<file path="src/rtl/irq_pkg.sv">
package irq_pkg;

    // register port address width and fixed register addresses
    localparam int          IRQ_ADDR_W = 6;
    localparam logic [5:0]  A_EDGE     = 6'h20;  // per-pin edge/level select
    localparam logic [5:0]  A_PEND     = 6'h21;  // edge pending, write 1 to clear
    localparam logic [5:0]  A_MASK     = 6'h22;  // global threshold level
    localparam logic [5:0]  A_FLAG     = 6'h23;  // software flag register

endpackage

</file>
<file path="src/rtl/irq_pin_sync.sv">
module irq_pin_sync #(
    parameter int   STAGES  = 2,
    parameter logic RST_VAL = 1'b0
) (
    input  logic clk_i,
    input  logic rst_ni,
    input  logic pin_i,
    output logic lvl_o
);

    typedef struct packed {
        logic [STAGES-1:0] chain;
    } sync_t;

    sync_t sync_d, sync_q;

    always_comb begin
        sync_d       = sync_q;
        sync_d.chain = {sync_q.chain[STAGES-2:0], pin_i};
    end

    always_ff @(posedge clk_i or negedge rst_ni) begin
        if (!rst_ni) sync_q.chain <= {STAGES{RST_VAL}};
        else         sync_q       <= sync_d;
    end

    assign lvl_o = sync_q.chain[STAGES-1];

endmodule

</file>
<file path="src/rtl/irq_prio_arb.sv">
module irq_prio_arb #(
    parameter int NSRC   = 15,
    parameter int PRIO_W = 3,
    parameter int ID_W   = 4
) (
    input  logic [NSRC-1:0]             act_i,
    input  logic [NSRC-1:0][PRIO_W-1:0] prio_i,
    input  logic [PRIO_W-1:0]           mask_i,
    output logic                        hit_o,
    output logic [ID_W-1:0]             id_o
);

    logic [PRIO_W-1:0] best_lvl;
    logic [ID_W-1:0]   best_id;

    // ascending scan with strict compare: equal levels keep the lower index
    always_comb begin
        best_lvl = '0;
        best_id  = '0;
        for (int i = 0; i < NSRC; i++) begin
            if (act_i[i] && (prio_i[i] > mask_i) && (prio_i[i] > best_lvl)) begin
                best_lvl = prio_i[i];
                best_id  = ID_W'(i);
            end
        end
    end

    assign hit_o = (best_lvl != '0);
    assign id_o  = best_id;

endmodule

</file>
<file path="src/rtl/irq_prio_ctrl.sv">
module irq_prio_ctrl
    import irq_pkg::*;
#(
    parameter  int NUM_EXT     = 6,
    parameter  int NUM_INT     = 8,
    parameter  int PRIO_W      = 3,
    parameter  int FLAG_W      = 16,
    parameter  int SYNC_STAGES = 2,
    localparam int NSRC        = NUM_EXT + NUM_INT + 1,
    localparam int ID_W        = $clog2(NSRC)
) (
    input  logic                  clk_i,
    input  logic                  rst_ni,
    input  logic [NUM_EXT-1:0]    ext_irq_i,
    input  logic [NUM_INT-1:0]    int_irq_i,
    input  logic                  nmi_ni,
    input  logic                  reg_wr_i,
    input  logic [IRQ_ADDR_W-1:0] reg_addr_i,
    input  logic [FLAG_W-1:0]     reg_wdata_i,
    output logic [FLAG_W-1:0]     reg_rdata_o,
    output logic                  irq_req_o,
    output logic [ID_W-1:0]       irq_id_o,
    output logic                  flag_irq_o,
    output logic                  nmi_o
);

    localparam int FLAG_SRC = NSRC - 1;

    typedef struct packed {
        logic [NSRC-1:0][PRIO_W-1:0] prio;
        logic [NUM_EXT-1:0]          edge_mode;
        logic [NUM_EXT-1:0]          pend;
        logic [NUM_EXT-1:0]          ext_prev;
        logic [PRIO_W-1:0]           mask;
        logic [FLAG_W-1:0]           flag;
        logic                        nmi_prev;
        logic                        nmi;
        logic                        req;
        logic [ID_W-1:0]             id;
    } ctrl_t;

    ctrl_t state_d, state_q;

    logic [NUM_EXT-1:0] ext_lvl;
    logic [NUM_EXT-1:0] ext_rise;
    logic [NUM_EXT-1:0] ext_act;
    logic               nmi_lvl;
    logic [NSRC-1:0]    src_act;
    logic               arb_hit;
    logic [ID_W-1:0]    arb_id;

    // synchronizers for the asynchronous pins
    for (genvar e = 0; e < NUM_EXT; e++) begin : g_ext
        irq_pin_sync #(.STAGES(SYNC_STAGES), .RST_VAL(1'b0)) u_sync (
            .clk_i  (clk_i),
            .rst_ni (rst_ni),
            .pin_i  (ext_irq_i[e]),
            .lvl_o  (ext_lvl[e])
        );
    end

    irq_pin_sync #(.STAGES(SYNC_STAGES), .RST_VAL(1'b1)) u_nmi_sync (
        .clk_i  (clk_i),
        .rst_ni (rst_ni),
        .pin_i  (nmi_ni),
        .lvl_o  (nmi_lvl)
    );

    // source activity: edge pins use their pending bit, level pins the pin
    assign ext_rise = ext_lvl & ~state_q.ext_prev;
    assign ext_act  = (state_q.edge_mode & state_q.pend) | (~state_q.edge_mode & ext_lvl);
    assign src_act  = {(|state_q.flag), int_irq_i, ext_act};

    irq_prio_arb #(.NSRC(NSRC), .PRIO_W(PRIO_W), .ID_W(ID_W)) u_arb (
        .act_i  (src_act),
        .prio_i (state_q.prio),
        .mask_i (state_q.mask),
        .hit_o  (arb_hit),
        .id_o   (arb_id)
    );

    always_comb begin
        state_d          = state_q;
        state_d.ext_prev = ext_lvl;
        state_d.nmi_prev = nmi_lvl;
        state_d.nmi      = state_q.nmi_prev & ~nmi_lvl;

        if (reg_wr_i) begin
            for (int i = 0; i < NSRC; i++) begin
                if (reg_addr_i == IRQ_ADDR_W'(i)) begin
                    state_d.prio[i] = reg_wdata_i[PRIO_W-1:0];
                end
            end
            case (reg_addr_i)
                A_EDGE:  state_d.edge_mode = reg_wdata_i[NUM_EXT-1:0];
                A_PEND:  state_d.pend      = state_q.pend & ~reg_wdata_i[NUM_EXT-1:0];
                A_MASK:  state_d.mask      = reg_wdata_i[PRIO_W-1:0];
                A_FLAG:  state_d.flag      = reg_wdata_i;
                default: ;
            endcase
        end

        // a new edge in the same cycle as a clear wins
        state_d.pend = state_d.pend | (ext_rise & state_q.edge_mode);

        state_d.req = arb_hit;
        state_d.id  = arb_hit ? arb_id : '0;
    end

    always_ff @(posedge clk_i or negedge rst_ni) begin
        if (!rst_ni) begin
            state_q          <= '0;
            state_q.nmi_prev <= 1'b1;
        end else begin
            state_q <= state_d;
        end
    end

    // combinational read path
    always_comb begin
        reg_rdata_o = '0;
        for (int i = 0; i < NSRC; i++) begin
            if (reg_addr_i == IRQ_ADDR_W'(i)) begin
                reg_rdata_o = FLAG_W'(state_q.prio[i]);
            end
        end
        case (reg_addr_i)
            A_EDGE:  reg_rdata_o = FLAG_W'(state_q.edge_mode);
            A_PEND:  reg_rdata_o = FLAG_W'(state_q.pend);
            A_MASK:  reg_rdata_o = FLAG_W'(state_q.mask);
            A_FLAG:  reg_rdata_o = state_q.flag;
            default: ;
        endcase
    end

    assign irq_req_o  = state_q.req;
    assign irq_id_o   = state_q.id;
    assign flag_irq_o = |state_q.flag;
    assign nmi_o      = state_q.nmi;

endmodule

</file>
<file path="config.mk">
export PLATFORM = sky130hd
export DESIGN_NAME = irq_prio_ctrl
export DESIGN_NICKNAME = d
export VERILOG_FILES = /design/src/rtl/irq_pkg.sv /design/src/rtl/irq_pin_sync.sv /design/src/rtl/irq_prio_arb.sv /design/src/rtl/irq_prio_ctrl.sv
export SDC_FILE = /design/constraint.sdc
export NUM_CORES = 1
export LEC_CHECK = 0
export ABC_AREA = 0
export BUFFER_PORTS_ARGS = -buffer_cell sky130_fd_sc_hd__buf_2
export CORE_UTILIZATION = 40
export DETAILED_ROUTE_END_ITERATION = 6
export PLACE_DENSITY = 0.59
export SLEW_MARGIN = 5
export SYNTH_ARGS = -nofsm -noshare
export SYNTH_HDL_FRONTEND = slang
export SYNTH_SLANG_ARGS = --single-unit
</file>
<file path="constraint.sdc">
create_clock -name clk_i -period 24.8 [get_ports clk_i]
set_input_delay 0 -clock clk_i [delete_from_list [all_inputs] [get_ports clk_i]]
set_output_delay 0 -clock clk_i [all_outputs]
set_load 0.1 [all_outputs]
</file>
==> results of run 1 <==
registers in the layout, summed over array words and instances (netlist names):
register,flops
irq_id_o,4
nmi_o,1
irq_req_o,1
state_q,83
u_nmi_sync.sync_q,2
g_ext.u_sync.sync_q,12
worst reg2reg max path, delay by kind of cell (launching register included):
kind                       cells  cell delay, ns
AOI/OAI and AO/OA             38            7.81
and+or+nand+nor               36            5.42
adders and majority gates     18            5.09
muxes                          6            2.15
DFF                            1            0.36
buffers and inverters          2            0.31
power groups by stage:
| stage | clock (mW) | sequential (mW) | combinational [mW] |
|---|---|---|---|
| after floorplan | 0 | 0.215 | 0.303 |
| after global placement | 0 | 0.220 | 0.375 |
| after detailed placement | 0 | 0.220 | 0.377 |
| after CTS | 0.141 | 0.217 | 0.382 |
| after global routing | 0.148 | 0.220 | 0.429 |
| final | 0.138 | 0.217 | 0.383 |
worst max-delay path by stage:
stage / to / cells after the start / slack, ns / startpoint
floorplan: irq_req_o / 100 / 6.09 / state_q[25]
global placement: irq_id_o[1] / 100 / 4.13 / state_q[23]
detailed placement: irq_id_o[1] / 99 / 3.84 / state_q[23]
CTS: irq_id_o[1] / 100 / 3.76 / state_q[23]
global route: irq_id_o[1] / 100 / 1.78 / state_q[23]
finish: irq_id_o[1] / 100 / 3.61 / state_q[23]
metal layers:
metal	track usage [%]	up-vias
li1	-	2969
met1	30.4	2886
met2	32.9	186
met3	2.96	22
met4	6.35	0
met5	0	-
layout make-up:
cell class                 instances  area, um2  share of cell area [%]
sequential                       103       2580                    31.1
clock buffer                       9        225                    2.72
tap                              225        282                    3.40
multi-input combinational        602       4450                    53.7
inverter                          36        135                    1.63
clock inverter                     7       63.8                   0.770
timing repair buffer              87        553                    6.67
per-stage QoR:
stage | instance area, um2 | worst slack (ns) | util [%]
floorplan | 7280 | 6.09 | -
global placement | 7790 | 4.13 | 44.4
detailed placement | 7790 | 3.84 | 44.4
CTS | 8290 | 3.76 | 47.3
global route | 8290 | 1.78 | 47.3
finish | 8290 | 3.61 | 47.3
cell usage after synthesis, drive strengths merged (4+ instances only):
cell type / n / share of area (%)
and2: 21 / 1.8
a21oi: 41 / 2.9
mux2: 70 / 11
a22oi: 10 / 1.1
o22ai: 5 / 0.43
nor2b: 14 / 1.2
o21ai: 58 / 4.1
nand2: 93 / 4.8
inv: 36 / 1.9
maj3: 4 / 0.57
buf: 11 / 1.0
a311oi: 4 / 0.74
nand3: 30 / 2.1
o2111ai: 4 / 0.48
ha: 69 / 12
nand3b: 8 / 0.82
o21a: 9 / 1.0
mux2i: 13 / 1.8
o31ai: 6 / 0.81
o211a: 5 / 0.69
a31oi: 11 / 1.0
o211ai: 5 / 0.70
nor3: 9 / 0.62
a211o: 5 / 0.60
clkbuf: 13 / 0.67
and3: 10 / 0.93
nor4: 6 / 0.52
nor2: 49 / 2.5
a211oi: 6 / 0.86
dfrtp: 100 / 34
cell usage in the layout, fill, tap and decap left out, types with 4 or more instances in the layout:
cell type,instances
inv_1,36
o31ai_1,5
a211o_1,5
a211oi_1,4
nor2b_1,14
ha_1,69
o21a_1,8
clkbuf_16,9
buf_2,61
nand3_1,29
o21ai_0,51
and2_1,21
nor2_1,49
o2111ai_1,4
a22oi_1,9
dlygate4sd3_1,21
o211a_1,5
o211ai_1,4
mux2i_1,13
nand3b_1,8
nor4_1,6
buf_4,5
a31oi_1,10
o22ai_1,5
o21ai_1,4
a21oi_1,39
mux2_2,68
dfrtp_1,100
nand2_1,92
nor3_1,9
and3_1,9
kinds of logic after synthesis:
kind of cell,Yosys count,share of synthesized area (%)
muxes,86,13.7
DFF,103,35.4
adders and majority gates,73,12.4
AOI/OAI and AO/OA,191,18.3
buffers and inverters,60,3.52
and+or+nand+nor,252,16.6
==> impl_metrics.yaml, run 1 <==
outcome:
  status: "finished, final reports clean"
sta:
  relSlewSlack_pct: 40.5
  fin_skew_ns: 0.00482
  setup_violations: 0
  min_period_ns: 21.19
  hold_slack_ns: 0.0987
  finalCritPeriodShare_pct: 85.5
  worst_slew_pin_slew_ns: 0.880
  hold_violations: 0
  rsz0062_at_grt: "false"
  setup_tns_ns: 0
  max_freq_ghz: 0.0472
  slew_violations: 0
finish:
  drive_gt1_share_pct: 21.6
  fin_cells: 1069
  syn_to_final_growth_pct: 13.8
  antenna_cells: 0
  final_nets: 948
  fillCellCount: 1648
power_and_ir_drop:
  switching_share_pct: 43.7
  combPwrFrac_pct: 51.9
  p_total_mw: 0.738
  powerDensity_nw_per_um2: 89.0
  pwr-share-clk_pct: 18.7
  power.switching_mw: 0.323
  leakagePower_nw: 3.88
  vdd_drop_max_mv: 0.0469
  p_seq_share_pct: 29.4
  p_int_mw: 0.415
critical_path:
  critical_path_class: "reg2reg"
  worstPathRequired_ns: 25.03
  arrival_ns: 21.42
  r2r_start: "state_q[23]"
  r2r_end: "irq_id_o[1]"
  reg2regPathDepth: 100
  cp_slowest_cell: "o221ai_1"
  cp_slowest_stage_delay_ns: 0.54
  critical_path.top_delay_family: "compound AO/OA/AOI/OAI gates"
  path_buf_inv: 2
  critPathLaunchType: "flop"
  rrSetupSlack_ns: 3.61
  cp_common_cell: "ha_1"
  worstSetupEndpointType: "flop"
  crit_path_max_fanout: 17
routing:
  wl_met2_um: 8590
  dr.max_layer_used: "met4"
  first_pass_iters: 5
  drt_iter0_drc: 364
  wl_per_cell_um: 17.6
  drcViolationCount: 0
  wl_um: 18800
  viasPerCell: 5.67
  wl_met3_um: 882
  wl_met1_um: 8980
  vias: 6063
  postRouteAntennaNets: 0
placement:
  dp_hpwl_um: 13900
  dp_cells: 1032
  port_buffers: 62
  gp_congestion: 0.828
worst_hold_path:
  hold_path_startpoint: "reg_wdata_i[1]"
  hp-class: "in2reg"
  worstHoldPathCells: 3
  min_to: "state_q[66]"
die:
  initial_core_util_pct: 41.5
  io_pins: 63
  die_w_um: 137
  fp.dieH_um: 137
  rows: 48
  die_area_um2: 18800
  core_um2: 17500
logic_synthesis:
  seq_area_frac_synth_pct: 35.4
  synth_edf_count: 0
  netlist_instances: 765
  synth_cell_types: 73
  ys_warn_count: 0
  ys_ff_latch: 103
  synth_fp_nets: 874
  synthesis.area_um2: 7280
  synth_flop_cell: "dfrtp_1"
  async_flop_share_pct: 100
  syn_avg_cell_area_um2: 9.52
clock_tree:
  postCtsSetupBuffers: 0
  htree_levels: 3
  clkLatencyLatePin_ns: 0.34
  cts_resized: 0
  clock_sinks: 103
  clkTransAtPathRegs_ns: 0.07
  cts_hold_buf: 21
  clk_path_buf_depth: 2
  cts_tree: "yes"
  cts_inserted_buffers: 9
  clockRootBuffer: "clkbuf_16"
global_routing:
  grt_pass1_vias: 5728
  grt_use_total_pct: 21.2
  antenna_found_initial: 0
  grt_max_degree: 67
  overflow: 0
  grt_pass1_wl_um: 30600
run:
  drv_cap: 0
Note: power is estimated with default switching activity, not from simulation.
==> inputs of run 2 (changes only) <==
- RECOVER_POWER: unset -> 100
==> run 2 against run 1 <==
Against the previous run: the flow now finishes with violations (capacitance limit, slew limit); clock-buffer cell count is the same; critical path depth is the same; critical endpoint unchanged; routed wire length shrank 0.52%; final area shrank 0.74%; sequential cell count is the same.
==> impl_metrics.yaml, run 2 (same netlist as run 1, synthesis figures left out) <==
outcome:
  status: "complete, but fails checks"
  violations: "capacitance limit, slew limit"
routing:
  drcViolationCount: 0
  viasPerCell: 5.64
  wl_per_cell_um: 17.5
  vias: 6029
  drt_iter0_drc: 386
  first_pass_iters: 5
  postRouteAntennaNets: 0
  wl_um: 18700
sta:
  hold_violations: 0
  fin_skew_ns: 0.00626
  relSlewSlack_pct: -134
  worst_slew_pin_slew_ns: 3.50
  slew_violations: 106
  setup_tns_ns: 0
  max_freq_ghz: 0.0456
  setup_violations: 0
  finalCritPeriodShare_pct: 88.4
  min_period_ns: 21.93
  rsz0062_at_grt: "false"
placement:
  port_buffers: 62
  dp_hpwl_um: 13900
  gp_congestion: 0.828
clock_tree:
  clockRootBuffer: "clkbuf_16"
  cts_resized: 0
  clk_path_buf_depth: 2
  cts_tree: "yes"
  postCtsSetupBuffers: 0
  clock_sinks: 103
  cts_inserted_buffers: 9
  cts_hold_buf: 21
  htree_levels: 3
  clkLatencyLatePin_ns: 0.35
  clkTransAtPathRegs_ns: 0.07
die:
  initial_core_util_pct: 41.5
  die_w_um: 137
  rows: 48
  core_um2: 17500
  die_area_um2: 18800
  fp.dieH_um: 137
  io_pins: 63
finish:
  fillCellCount: 1661
  drive_gt1_share_pct: 17.9
  top_register: "state_q"
  antenna_cells: 0
  final_common_cell: "dfrtp_1"
  largest_register_ffs: 83
  final_cell_mix: "dfrtp_1, nand2_1, ha_1"
  final_nets: 948
  syn_to_final_growth_pct: 12.9
critical_path:
  worstSetupEndpointType: "flop"
  critical_path.top_delay_family: "compound AO/OA/AOI/OAI gates"
  path_buf_inv: 2
  cp_common_cell: "ha_1"
  crit_path_max_fanout: 17
  cp_slowest_cell: "o211ai_1"
  cp_slowest_stage_delay_ns: 0.67
  critical_path_class: "reg2reg"
  worstPathRequired_ns: 25.03
  arrival_ns: 22.17
  critPathLaunchType: "flop"
power_and_ir_drop:
  p_total_mw: 0.734
  vdd_drop_max_mv: 0.0467
  leakagePower_nw: 3.77
  powerDensity_nw_per_um2: 89.3
run:
  drv_cap: 2
global_routing:
  grt_use_total_pct: 21.2
  antenna_found_initial: 0
  grt_pass1_vias: 5728
  overflow: 0
  grt_max_degree: 67
  grt_pass1_wl_um: 30600
worst_hold_path:
  hp-class: "in2reg"
## run 2: cell types whose count changed in the layout (fill, tap and decap cells not counted), sizes merged
cell,change
buf,-27
clkbuf,+27
## run 2: layout make-up
class / instances / area, um2 / area share (%)
inverters: 36 / 135 / 1.64
clock inverters: 7 / 63.8 / 0.776
well taps: 225 / 282 / 3.42
flip-flops and latches: 103 / 2580 / 31.4
clock buffers: 9 / 225 / 2.74
multi-input cells: 602 / 4420 / 53.8
repair buffers: 87 / 514 / 6.25
## run 2: through the flow
step / instances / hold WS [ns] / cell area [um2] / utilization, % / setup slack [ns]
after global placement: 1032 / -0.00631 / 7790 / 44.4 / 4.13
after global routing: 1069 / 0.126 / 8230 / 46.9 / 0.928
after floorplan: 765 / -0.296 / 7280 / - / 6.09
after CTS: 1069 / 0.104 / 8290 / 47.3 / 3.76
after detailed placement: 1032 / -0.00352 / 7790 / 44.4 / 3.84
final: 1069 / 0.0961 / 8230 / 46.9 / 2.87
## run 2: worst paths after layout
| check | end | startpoint | depth (start not counted) | slack (ns) |
|---|---|---|---|---|
| worst max-delay path | irq_id_o[1] | state_q[23] | 100 | 2.87 |
| worst min register to register | g_ext[1].u_sync.sync_q[1] | g_ext[1].u_sync.sync_q[0] | 0 | 0.35 |
| max in group asynchronous | state_q[59] | rst_ni | 3 | 19.88 |
| min in group asynchronous | nmi_o | rst_ni | 2 | 0.76 |
| worst max register to register | irq_id_o[1] | state_q[23] | 100 | 2.87 |
| worst min-delay path | state_q[66] | reg_wdata_i[1] | 3 | 0.1 |
## run 2: tightest hold or removal path, delay by kind of cell
family	cells	cell delay [ns]
buffers and inverters	1	0.23
AOI/OAI and AO/OA	1	0.06
and+or+nand+nor	1	0.10
## run 2: power by group
part | switching [mW] | total [mW] | internal, mW | leakage [nW]
sequential | 0.0256 | 0.217 | 0.192 | 1.28
clock | 0.0681 | 0.139 | 0.0705 | 0.136
combinational | 0.228 | 0.379 | 0.151 | 2.35
total | 0.322 | 0.734 | 0.413 | 3.77
## run 2: routing by layer
metal	global-route usage, %	routed length, um
met1	30.4	8960
met2	32.9	8530
met3	2.96	825
met4	6.35	355
met5	0	0
